**src/rtl/pyr_wallace_pkg.sv**
```systemverilog
`timescale 1ns/1ps
// Package: compression schedule for the inverted-pyramid Wallace multiplier.
// Assumes N <= 64. All functions are constant functions and are evaluated at
// elaboration only.
package pyr_wallace_pkg;

    localparam int MAX_COLS  = 128;
    localparam int MAX_LEVEL = 16;

    localparam int QRY_HEIGHT = 0;
    localparam int QRY_FA     = 1;
    localparam int QRY_HA     = 2;
    localparam int QRY_LEVELS = 3;

    // Conventional Wallace level count for a matrix of 'rows' rows.
    function automatic int wallace_levels(input int rows);
        int cap;
        int k;
        cap = 2;
        k   = 0;
        while (cap < rows) begin
            cap = (3 * cap) / 2;
            k   = k + 1;
        end
        return k;
    endfunction

    // Largest column height that can still be finished in 'left' levels.
    function automatic int height_cap(input int left);
        int cap;
        cap = 2;
        for (int i = 0; i < left; i++) begin
            cap = (3 * cap) / 2;
        end
        return cap;
    endfunction

    // Runs the whole schedule for width n and returns one quantity:
    // column height entering level lvl, full adders or half adders used in
    // column col at level lvl, or the number of levels needed in total.
    function automatic int plan_query(input int n, input int qry,
                                      input int lvl, input int col);
        int h  [MAX_COLS];
        int nh [MAX_COLS];
        int fa [MAX_COLS];
        int ha [MAX_COLS];
        int cols;
        int total;
        int target;
        int tallest;
        int rem;
        int cin;
        cols  = 2 * n;
        total = wallace_levels(n);
        for (int c = 0; c < MAX_COLS; c++) begin
            h[c]  = 0;
            nh[c] = 0;
            fa[c] = 0;
            ha[c] = 0;
        end
        for (int c = 0; c < cols - 1; c++) begin
            h[c] = ((c + 1) < (cols - 1 - c)) ? (c + 1) : (cols - 1 - c);
        end
        for (int s = 0; s < MAX_LEVEL; s++) begin
            if (qry == QRY_HEIGHT && s == lvl) return h[col];
            tallest = 0;
            for (int c = 0; c < cols; c++) begin
                if (h[c] > tallest) tallest = h[c];
            end
            if (tallest <= 2) begin
                if (qry == QRY_LEVELS) return s;
                return 0;
            end
            target = (total - s - 1 >= 0) ? height_cap(total - s - 1) : 2;
            for (int c = 0; c < cols; c++) begin
                cin   = (c > 0) ? (fa[c-1] + ha[c-1]) : 0;
                fa[c] = h[c] / 3;
                rem   = h[c] % 3;
                ha[c] = 0;
                if (rem == 2 && (fa[c] + 2 + cin) > target) ha[c] = 1;
                nh[c] = fa[c] + ((ha[c] == 1) ? 1 : rem) + cin;
            end
            if (qry == QRY_FA && s == lvl) return fa[col];
            if (qry == QRY_HA && s == lvl) return ha[col];
            for (int c = 0; c < cols; c++) begin
                h[c] = nh[c];
            end
        end
        return MAX_LEVEL;
    endfunction

endpackage

```
**src/rtl/csa_full.sv**
```systemverilog
`timescale 1ns/1ps
// Module: one-bit full adder (3:2 counter) used by the reduction levels and by
// the final ripple adder. Assumes nothing beyond single-bit inputs.
module csa_full (
    input  logic x,
    input  logic y,
    input  logic z,
    output logic s,
    output logic co
);

    // Sum bit and carry bit of three equally weighted inputs.
    always_comb begin
        s  = x ^ y ^ z;
        co = (x & y) | (z & (x ^ y));
    end

endmodule

```
**src/rtl/pp_pyramid.sv**
```systemverilog
`timescale 1ns/1ps
// Module: forms the N x N AND terms and stores them column by column, with each
// column packed into slots 0..height-1 (the inverted pyramid). Slot k of
// column c holds a[i] & b[c-i] with i = max(0, c-N+1) + k. Unused slots are 0.
module pp_pyramid #(
    parameter int N = 8
) (
    input  logic [N-1:0]              a_i,
    input  logic [N-1:0]              b_i,
    output logic [2*N-1:0][N-1:0]     mat_o
);

    localparam int COLS = 2 * N;

    for (genvar c = 0; c < COLS; c++) begin : g_col
        localparam int CNT  = (c >= COLS - 1) ? 0 :
                              (((c + 1) < (COLS - 1 - c)) ? (c + 1) : (COLS - 1 - c));
        localparam int IMIN = (c > N - 1) ? (c - N + 1) : 0;
        for (genvar k = 0; k < N; k++) begin : g_slot
            if (k < CNT) begin : g_term
                // AND term lifted to the top of its column.
                assign mat_o[c][k] = a_i[IMIN + k] & b_i[c - IMIN - k];
            end else begin : g_empty
                assign mat_o[c][k] = 1'b0;
            end
        end
    end

    logic [COLS-1:0] mat_val;
    logic [COLS-1:0] ref_val;

    // Weighted value of the packed matrix versus the arithmetic product.
    always_comb begin
        mat_val = '0;
        for (int c = 0; c < COLS; c++) begin
            for (int k = 0; k < N; k++) begin
                mat_val = mat_val + (COLS'(mat_o[c][k]) << c);
            end
        end
        ref_val = COLS'(a_i) * COLS'(b_i);

        pyramid_value_chk: assert (mat_val == ref_val)
            else $error("pyramid value %0d differs from product %0d", mat_val, ref_val);
    end

endmodule

```
**src/rtl/wallace_stage.sv**
```systemverilog
`timescale 1ns/1ps
// Module: one reduction level. In each column, complete groups of three slots
// go through full adders; a bottom pair is merged by a half adder only when the
// schedule requires it; other leftovers pass through. The output column is
// packed as: sums, passed bits, then carries arriving from the column below.
// Assumes the input matches the schedule height for level LVL.
module wallace_stage #(
    parameter int N   = 8,
    parameter int LVL = 0
) (
    input  logic [2*N-1:0][N-1:0] in_mat,
    output logic [2*N-1:0][N-1:0] out_mat
);

    import pyr_wallace_pkg::*;

    localparam int COLS = 2 * N;

    logic [COLS-1:0][N-1:0] sm;
    logic [COLS-1:0][N-1:0] cy;

    for (genvar c = 0; c < COLS; c++) begin : g_col
        localparam int H    = plan_query(N, QRY_HEIGHT, LVL, c);
        localparam int FAN  = plan_query(N, QRY_FA, LVL, c);
        localparam int HAN  = plan_query(N, QRY_HA, LVL, c);
        localparam int PASS = (HAN == 1) ? 0 : (H % 3);
        localparam int BASE = FAN + HAN + PASS;
        localparam int PREV = (c > 0) ? (c - 1) : 0;
        localparam int CIN  = (c > 0) ?
                              (plan_query(N, QRY_FA, LVL, PREV) + plan_query(N, QRY_HA, LVL, PREV)) : 0;

        for (genvar k = 0; k < N; k++) begin : g_cnt
            if (k < FAN) begin : g_fa
                csa_full u_fa (
                    .x  (in_mat[c][3*k]),
                    .y  (in_mat[c][3*k+1]),
                    .z  (in_mat[c][3*k+2]),
                    .s  (sm[c][k]),
                    .co (cy[c][k])
                );
            end else if (k == FAN && HAN == 1) begin : g_ha
                // Half adder merging the bottom pair of the column.
                assign sm[c][k] = in_mat[c][3*FAN] ^ in_mat[c][3*FAN+1];
                assign cy[c][k] = in_mat[c][3*FAN] & in_mat[c][3*FAN+1];
            end else begin : g_none
                assign sm[c][k] = 1'b0;
                assign cy[c][k] = 1'b0;
            end
        end

        for (genvar j = 0; j < N; j++) begin : g_out
            if (j < FAN + HAN) begin : g_sum
                assign out_mat[c][j] = sm[c][j];
            end else if (j < BASE) begin : g_pass
                assign out_mat[c][j] = in_mat[c][3*FAN + j - FAN];
            end else if (j < BASE + CIN) begin : g_carry
                assign out_mat[c][j] = cy[PREV][j - BASE];
            end else begin : g_zero
                assign out_mat[c][j] = 1'b0;
            end
        end
    end

    logic unused_stage_bits;
    assign unused_stage_bits = ^{in_mat, sm, cy};

    logic [COLS-1:0] in_val;
    logic [COLS-1:0] out_val;

    // Weighted value before and after this level must agree modulo 2^(2N).
    always_comb begin
        in_val  = '0;
        out_val = '0;
        for (int c = 0; c < COLS; c++) begin
            for (int k = 0; k < N; k++) begin
                in_val  = in_val  + (COLS'(in_mat[c][k])  << c);
                out_val = out_val + (COLS'(out_mat[c][k]) << c);
            end
        end

        level_value_chk: assert (in_val == out_val)
            else $error("level %0d changed value %0d -> %0d", LVL, in_val, out_val);
    end

endmodule

```
**src/rtl/cpa_ripple.sv**
```systemverilog
`timescale 1ns/1ps
// Module: ripple carry-propagate adder that merges the last two rows. The
// carry out of the top column is dropped (the product fits in W bits).
module cpa_ripple #(
    parameter int W = 16
) (
    input  logic [W-1:0] row_a,
    input  logic [W-1:0] row_b,
    output logic [W-1:0] sum_o
);

    logic [W:0] carry;

    assign carry[0] = 1'b0;

    for (genvar i = 0; i < W; i++) begin : g_bit
        csa_full u_bit (
            .x  (row_a[i]),
            .y  (row_b[i]),
            .z  (carry[i]),
            .s  (sum_o[i]),
            .co (carry[i+1])
        );
    end

    logic unused_carry_out;
    assign unused_carry_out = carry[W];

    // Ripple result compared with an arithmetic add of the same rows.
    always_comb begin

        ripple_sum_chk: assert (sum_o == W'(row_a + row_b))
            else $error("ripple sum %0d, rows %0d + %0d", sum_o, row_a, row_b);
    end

endmodule

```
**src/rtl/pyramid_wallace_mul.sv**
```systemverilog
`timescale 1ns/1ps
// Module: top of the unsigned N x N multiplier. Builds the packed AND matrix,
// applies the scheduled reduction levels, and adds the last two rows.
// Assumes 2 <= N <= 64. Purely combinational, no clock or reset.
module pyramid_wallace_mul #(
    parameter int N = 8
) (
    input  logic [N-1:0]   a_i,
    input  logic [N-1:0]   b_i,
    output logic [2*N-1:0] product_o,
    output logic [7:0]     depth_o
);

    import pyr_wallace_pkg::*;

    localparam int COLS   = 2 * N;
    localparam int LEVELS = plan_query(N, QRY_LEVELS, 0, 0);

    logic [COLS-1:0][N-1:0] mat [LEVELS+1];
    logic [COLS-1:0]        row_top;
    logic [COLS-1:0]        row_bot;

    pp_pyramid #(.N(N)) u_pp (
        .a_i   (a_i),
        .b_i   (b_i),
        .mat_o (mat[0])
    );

    for (genvar s = 0; s < LEVELS; s++) begin : g_level
        wallace_stage #(.N(N), .LVL(s)) u_stage (
            .in_mat  (mat[s]),
            .out_mat (mat[s+1])
        );
    end

    // Pick the two surviving slots of every column as the adder rows.
    always_comb begin
        for (int c = 0; c < COLS; c++) begin
            row_top[c] = mat[LEVELS][c][0];
            row_bot[c] = mat[LEVELS][c][1];
        end
    end

    logic unused_last_level;
    assign unused_last_level = ^mat[LEVELS];

    cpa_ripple #(.W(COLS)) u_cpa (
        .row_a (row_top),
        .row_b (row_bot),
        .sum_o (product_o)
    );

    assign depth_o = 8'(LEVELS);

    logic [COLS-1:0] expect_prod;

    // End-to-end product check at the block's ports.
    always_comb begin
        expect_prod = COLS'(a_i) * COLS'(b_i);

        exact_product_chk: assert (product_o == expect_prod)
            else $error("product %0d, expected %0d", product_o, expect_prod);

        zero_operand_chk: assert (!((a_i == '0) || (b_i == '0)) || (product_o == '0))
            else $error("zero operand gave %0d", product_o);
    end

endmodule

```
**config.mk**
```make
export PLATFORM = sky130hd
export DESIGN_NAME = pyramid_wallace_mul
export DESIGN_NICKNAME = d
export VERILOG_FILES = /design/src/rtl/pyr_wallace_pkg.sv /design/src/rtl/csa_full.sv /design/src/rtl/pp_pyramid.sv /design/src/rtl/wallace_stage.sv /design/src/rtl/cpa_ripple.sv /design/src/rtl/pyramid_wallace_mul.sv
export SDC_FILE = /design/constraint.sdc
export NUM_CORES = 1
export LEC_CHECK = 0
export ABC_AREA = 1
export BUFFER_PORTS_ARGS = -buffer_cell sky130_fd_sc_hd__buf_2
export CAP_MARGIN = 20
export CORE_UTILIZATION = 25
export DETAILED_ROUTE_END_ITERATION = 8
export GPL_TIMING_DRIVEN = 0
export PLACE_DENSITY = 0.49
export SETUP_SLACK_MARGIN = 0.4
export SLEW_MARGIN = 20
export SYNTH_ARGS = -nofsm -noshare
export SYNTH_HDL_FRONTEND = slang
export SYNTH_SLANG_ARGS = --single-unit
export TNS_END_PERCENT = 50
```
**constraint.sdc**
```tcl
create_clock -name vclk -period 19.2
set_input_delay 3.84 -clock vclk [all_inputs]
set_output_delay 3.84 -clock vclk [all_outputs]
set_load 0.005 [all_outputs]
```
== Word level (Yosys, flattened, before mapping) ==
Cells that the tools add are included.
Operators by class
  bitwise logic cells: 320
Operator list (number)
  bitwise AND 1 bit: 168
  bitwise XOR 1 bit: 104
  bitwise OR 1 bit: 48
Word-level totals
  output and inout port bits: 24
  register bits after elaboration: 0
  word-level logic and storage cells: 320
  bits of input ports: 16

== Longest topological paths before layout ==
  depth after elaboration: 29
  gate-level depth with buffers: 24
  depth with buffers taken out: 22

== By module ==
From an unflattened synthesis, not the netlist that was laid out.
Unflattened totals
  cell total of the unflattened synthesis: 710
  area, all modules: 5482.8 µm²
Modules (own cells, without submodules)
  csa_full: instances 55, area each 20.0 µm², cells each 1
  pp_pyramid: instances 1, area each 1044.8 µm², cells each 209
  wallace_stage at g_level[3].u_stage: instances 1, area each 884.6 µm², cells each 117
  wallace_stage at g_level[2].u_stage: instances 1, area each 859.6 µm², cells each 115
  wallace_stage at g_level[1].u_stage: instances 1, area each 797.0 µm², cells each 106
  wallace_stage at g_level[0].u_stage: instances 1, area each 724.4 µm², cells each 97
  pyramid_wallace_mul: instances 1, area each 67.6 µm², cells each 10
  cpa_ripple: instances 1, area each 3.8 µm², cells each 1

== Worst setup path before layout ==
OpenSTA, ideal clock, no wires.
  path kind: input port to output port
  from: input port b_i[4]
  to: output port product_o[14]
  arrival time: 9.044 ns
  required time: 15.360 ns
  setup slack: 6.316 ns
  stages: 24
  cells stage by stage: buf_6 > nand2_1 > inv_1 > fa_1 > inv_1 > fa_1 > inv_1 > fa_1 > inv_1 > fa_1 > inv_1 > ha_1 > inv_1 > fa_1 > fa_1 > fa_1 > fa_1 > inv_1 > fa_1 > fa_1 > fa_1 > fa_1 > fa_1 > buf_4
On the way
  word-level cells in the longest chain between the ends: 28
  elaborated cells on any way between the ends: 180
Ends and longest elaborated chain
  from (decl): RTL line pyramid_wallace_mul.sv:9  | input logic [N-1:0] b_i,
  bitwise AND 1 bit: RTL line pp_pyramid.sv:22  | assign mat_o[c][k] = a_i[IMIN + k] & b_i[c - IMIN - k];
  bitwise XOR 1 bit: RTL line csa_full.sv:14, csa_full.sv:15
  bitwise XOR 1 bit: RTL line csa_full.sv:14  | s = x ^ y ^ z;
  bitwise XOR 1 bit: RTL line csa_full.sv:14, csa_full.sv:15
  bitwise XOR 1 bit: RTL line csa_full.sv:14
  bitwise XOR 1 bit: RTL line csa_full.sv:14, csa_full.sv:15
  bitwise AND 1 bit: RTL line csa_full.sv:15  | co = (x & y) | (z & (x ^ y));
  bitwise OR 1 bit: RTL line csa_full.sv:15
  [12 not listed]
  bitwise OR 1 bit: RTL line csa_full.sv:15
  bitwise AND 1 bit: RTL line csa_full.sv:15
  bitwise OR 1 bit: RTL line csa_full.sv:15
  bitwise AND 1 bit: RTL line csa_full.sv:15
  bitwise OR 1 bit: RTL line csa_full.sv:15
  bitwise AND 1 bit: RTL line csa_full.sv:15
  bitwise OR 1 bit (*): RTL line csa_full.sv:15
  bitwise XOR 1 bit (*): RTL line csa_full.sv:14
  to (decl): RTL line pyramid_wallace_mul.sv:10  | output logic [2*N-1:0] product_o,
Every way passes the cells marked *; elsewhere a longest branch is shown, timed or not.

== Worst setup path after layout ==
Same ends and word-level chain as after synthesis.

==> impl_metrics.toml <==
[place]
gp_congestion = 0.779
portBuffers = 16
place_inst = 378
dpl.hpwl_um = 3030

[critical_path]
slowest_delay_ps = 540
critPathCaptureType = "primary output"
cp-start-kind = "primary input"
slowest_stage = "fa_1"
critical_path_class = "in -> out"
critPathRequiredTime_ps = 15360
crit_arrival_ps = 9350
cp_max_fo = 8
crit_path_frequent_cell = "fa_1"

[synth]
syn-instance-count = 254
synth-xor-area-share_pct = 0
synth_compound_gate_area_share_pct = 0
synth_top_area_share_pct = 47.7
yosys.area_share.simple_pct = 11.9
synth_mux_area_share_pct = 0
synth_cell_types = 7
syn_area_per_cell_um2 = 7.93
syn-cell-area_um2 = 2010
synth_commonest_cells = "92 x inv_1, 64 x nand2_1, 48 x fa_1, 24 x buf_4, 16 x buf_6"
yosysSeqAreaShare_pct = 0
synthTopCellsByArea = "fa_1 48%, inv_1 17%, nand2_1 12%"
synth_fa_ha_area_share_pct = 52.7
synth_top_family_by_area = "adder cells"
synth_top_area_cell = "fa_1"
ys_warn_count = 0
synth.most_common_cell = "inv_1"

[timing]
hold_ws_ps = 8060
tns_ps = 0
period_minus_slack_ps = 13190
slew_violations = 0
timing.final.crit_share_pct = 68.7
setup_violations = 0
fmax_ghz = 0.0758
hold_viol = 0
rsz0062_at_grt = "false"

[routing]
route.detailed.drc = 0
first_pass_iters = 4
final_antenna_net_count = 0
wl_per_cell_um = 8.70
vias_per_cell = 3.57
drt_iter0_drc = 22
vias = 1350
wl_um = 3290

[floorplan]
io_pins = 40
row_count = 32
core-area_um2 = 7770
dieHeight_um = 91.8
die-area_um2 = 8420
initial_utilization_pct = 25.9
die_w_um = 91.8

[layout]
area_growth_pct = 11.4
layout.nets = 350
seq_cell_count = 0
stdcell_count = 378
drive_above_1_share_pct = 20.3
regArea_um2 = 0
insertedDiodeCount = 0
n_clock_buffer = 0

[global_routing]
grt_pass1_vias = 1414
grt_overflow = 0
grt_util_all_layers_pct = 8.59
antenna_found_initial = 0
grt_pass1_wl_um = 6070
grt_max_degree = 9

[clock_tree]
cts_hold_buffers = 0
cts_setup_buffers = 0
ctsResizeCount = 0

[power]
power_density_nw_per_um2 = 71.9
p_leak_nw = 1.45
ir_drop_uv = 45.9

[status]
status = "finished, final reports clean"

[hold_path]
hold-path-cell-count = 5
hold_class = "in -> out"

[job]
cap_violations = 0
worst max-delay path: cells and delay by family:
| family | cells | cell delay, ps |
|---|---|---|
| fa+ha+maj | 14 | 4650 |
| buf+inv | 10 | 810 |
| simple gates | 1 | 60 |
cells in the final DEF, fill, tap and decap left out:
cell type / netlist / routed
ha_1: 8 / 8
buf_4: 24 / 24
buf_2: 0 / 16
buf_6: 16 / 16
conb_1: 2 / 8
inv_1: 92 / 92
fa_1: 48 / 48
nand2_1: 64 / 64
path summary, 6_finish.rpt:
path  startpoint       endpoint  slack [ps]
max       b_i[4]  product_o[14]        6010
min       b_i[0]   product_o[0]        8060
where the power goes:
part	switching, W	internal, W	leakage, nW
sequential	0	0	0
clock	0	0	0
combinational	0.0000717	0.0000896	1.45
total	0.0000717	0.0000896	1.45
logic make-up (layout without fill, tap and decap cells):
group / after synthesis / count (layout)
and+or+nand+nor: 64 / 64
other: 2 / 8
buffers and inverters: 132 / 148
adders and majority gates: 56 / 56
cell type report:
cell class,instances,area (um^2)
fillers,865,5520
multi-input cells,128,1330
plain buffers,40,360
inverters,92,345
well taps,102,128
repair buffers,16,80.1
metrics by stage:
| step | setup WS, ps | total power [W] | util, % | instance area (um^2) |
|---|---|---|---|---|
| after floorplan | 6320 | 0.000121 | - | 2040 |
| after global placement | 5990 | 0.000168 | 28.9 | 2240 |
| after detailed placement | 5940 | 0.000168 | 28.9 | 2240 |
| after CTS | 5920 | 0.000170 | 28.9 | 2240 |
| after global routing | 5640 | 0.000194 | 28.9 | 2240 |
| final | 6010 | 0.000161 | 28.9 | 2240 |
metal layers:
metal  vias up  wire length [um]  track usage [%]
li1        673                 -                -
met1       649              1470             11.0
met2        28              1730             17.1
met3         0                89           0.0829
met4         0                 0                0
met5         -                 0                0
No activity file was read; power rests on OpenSTA's default activity.
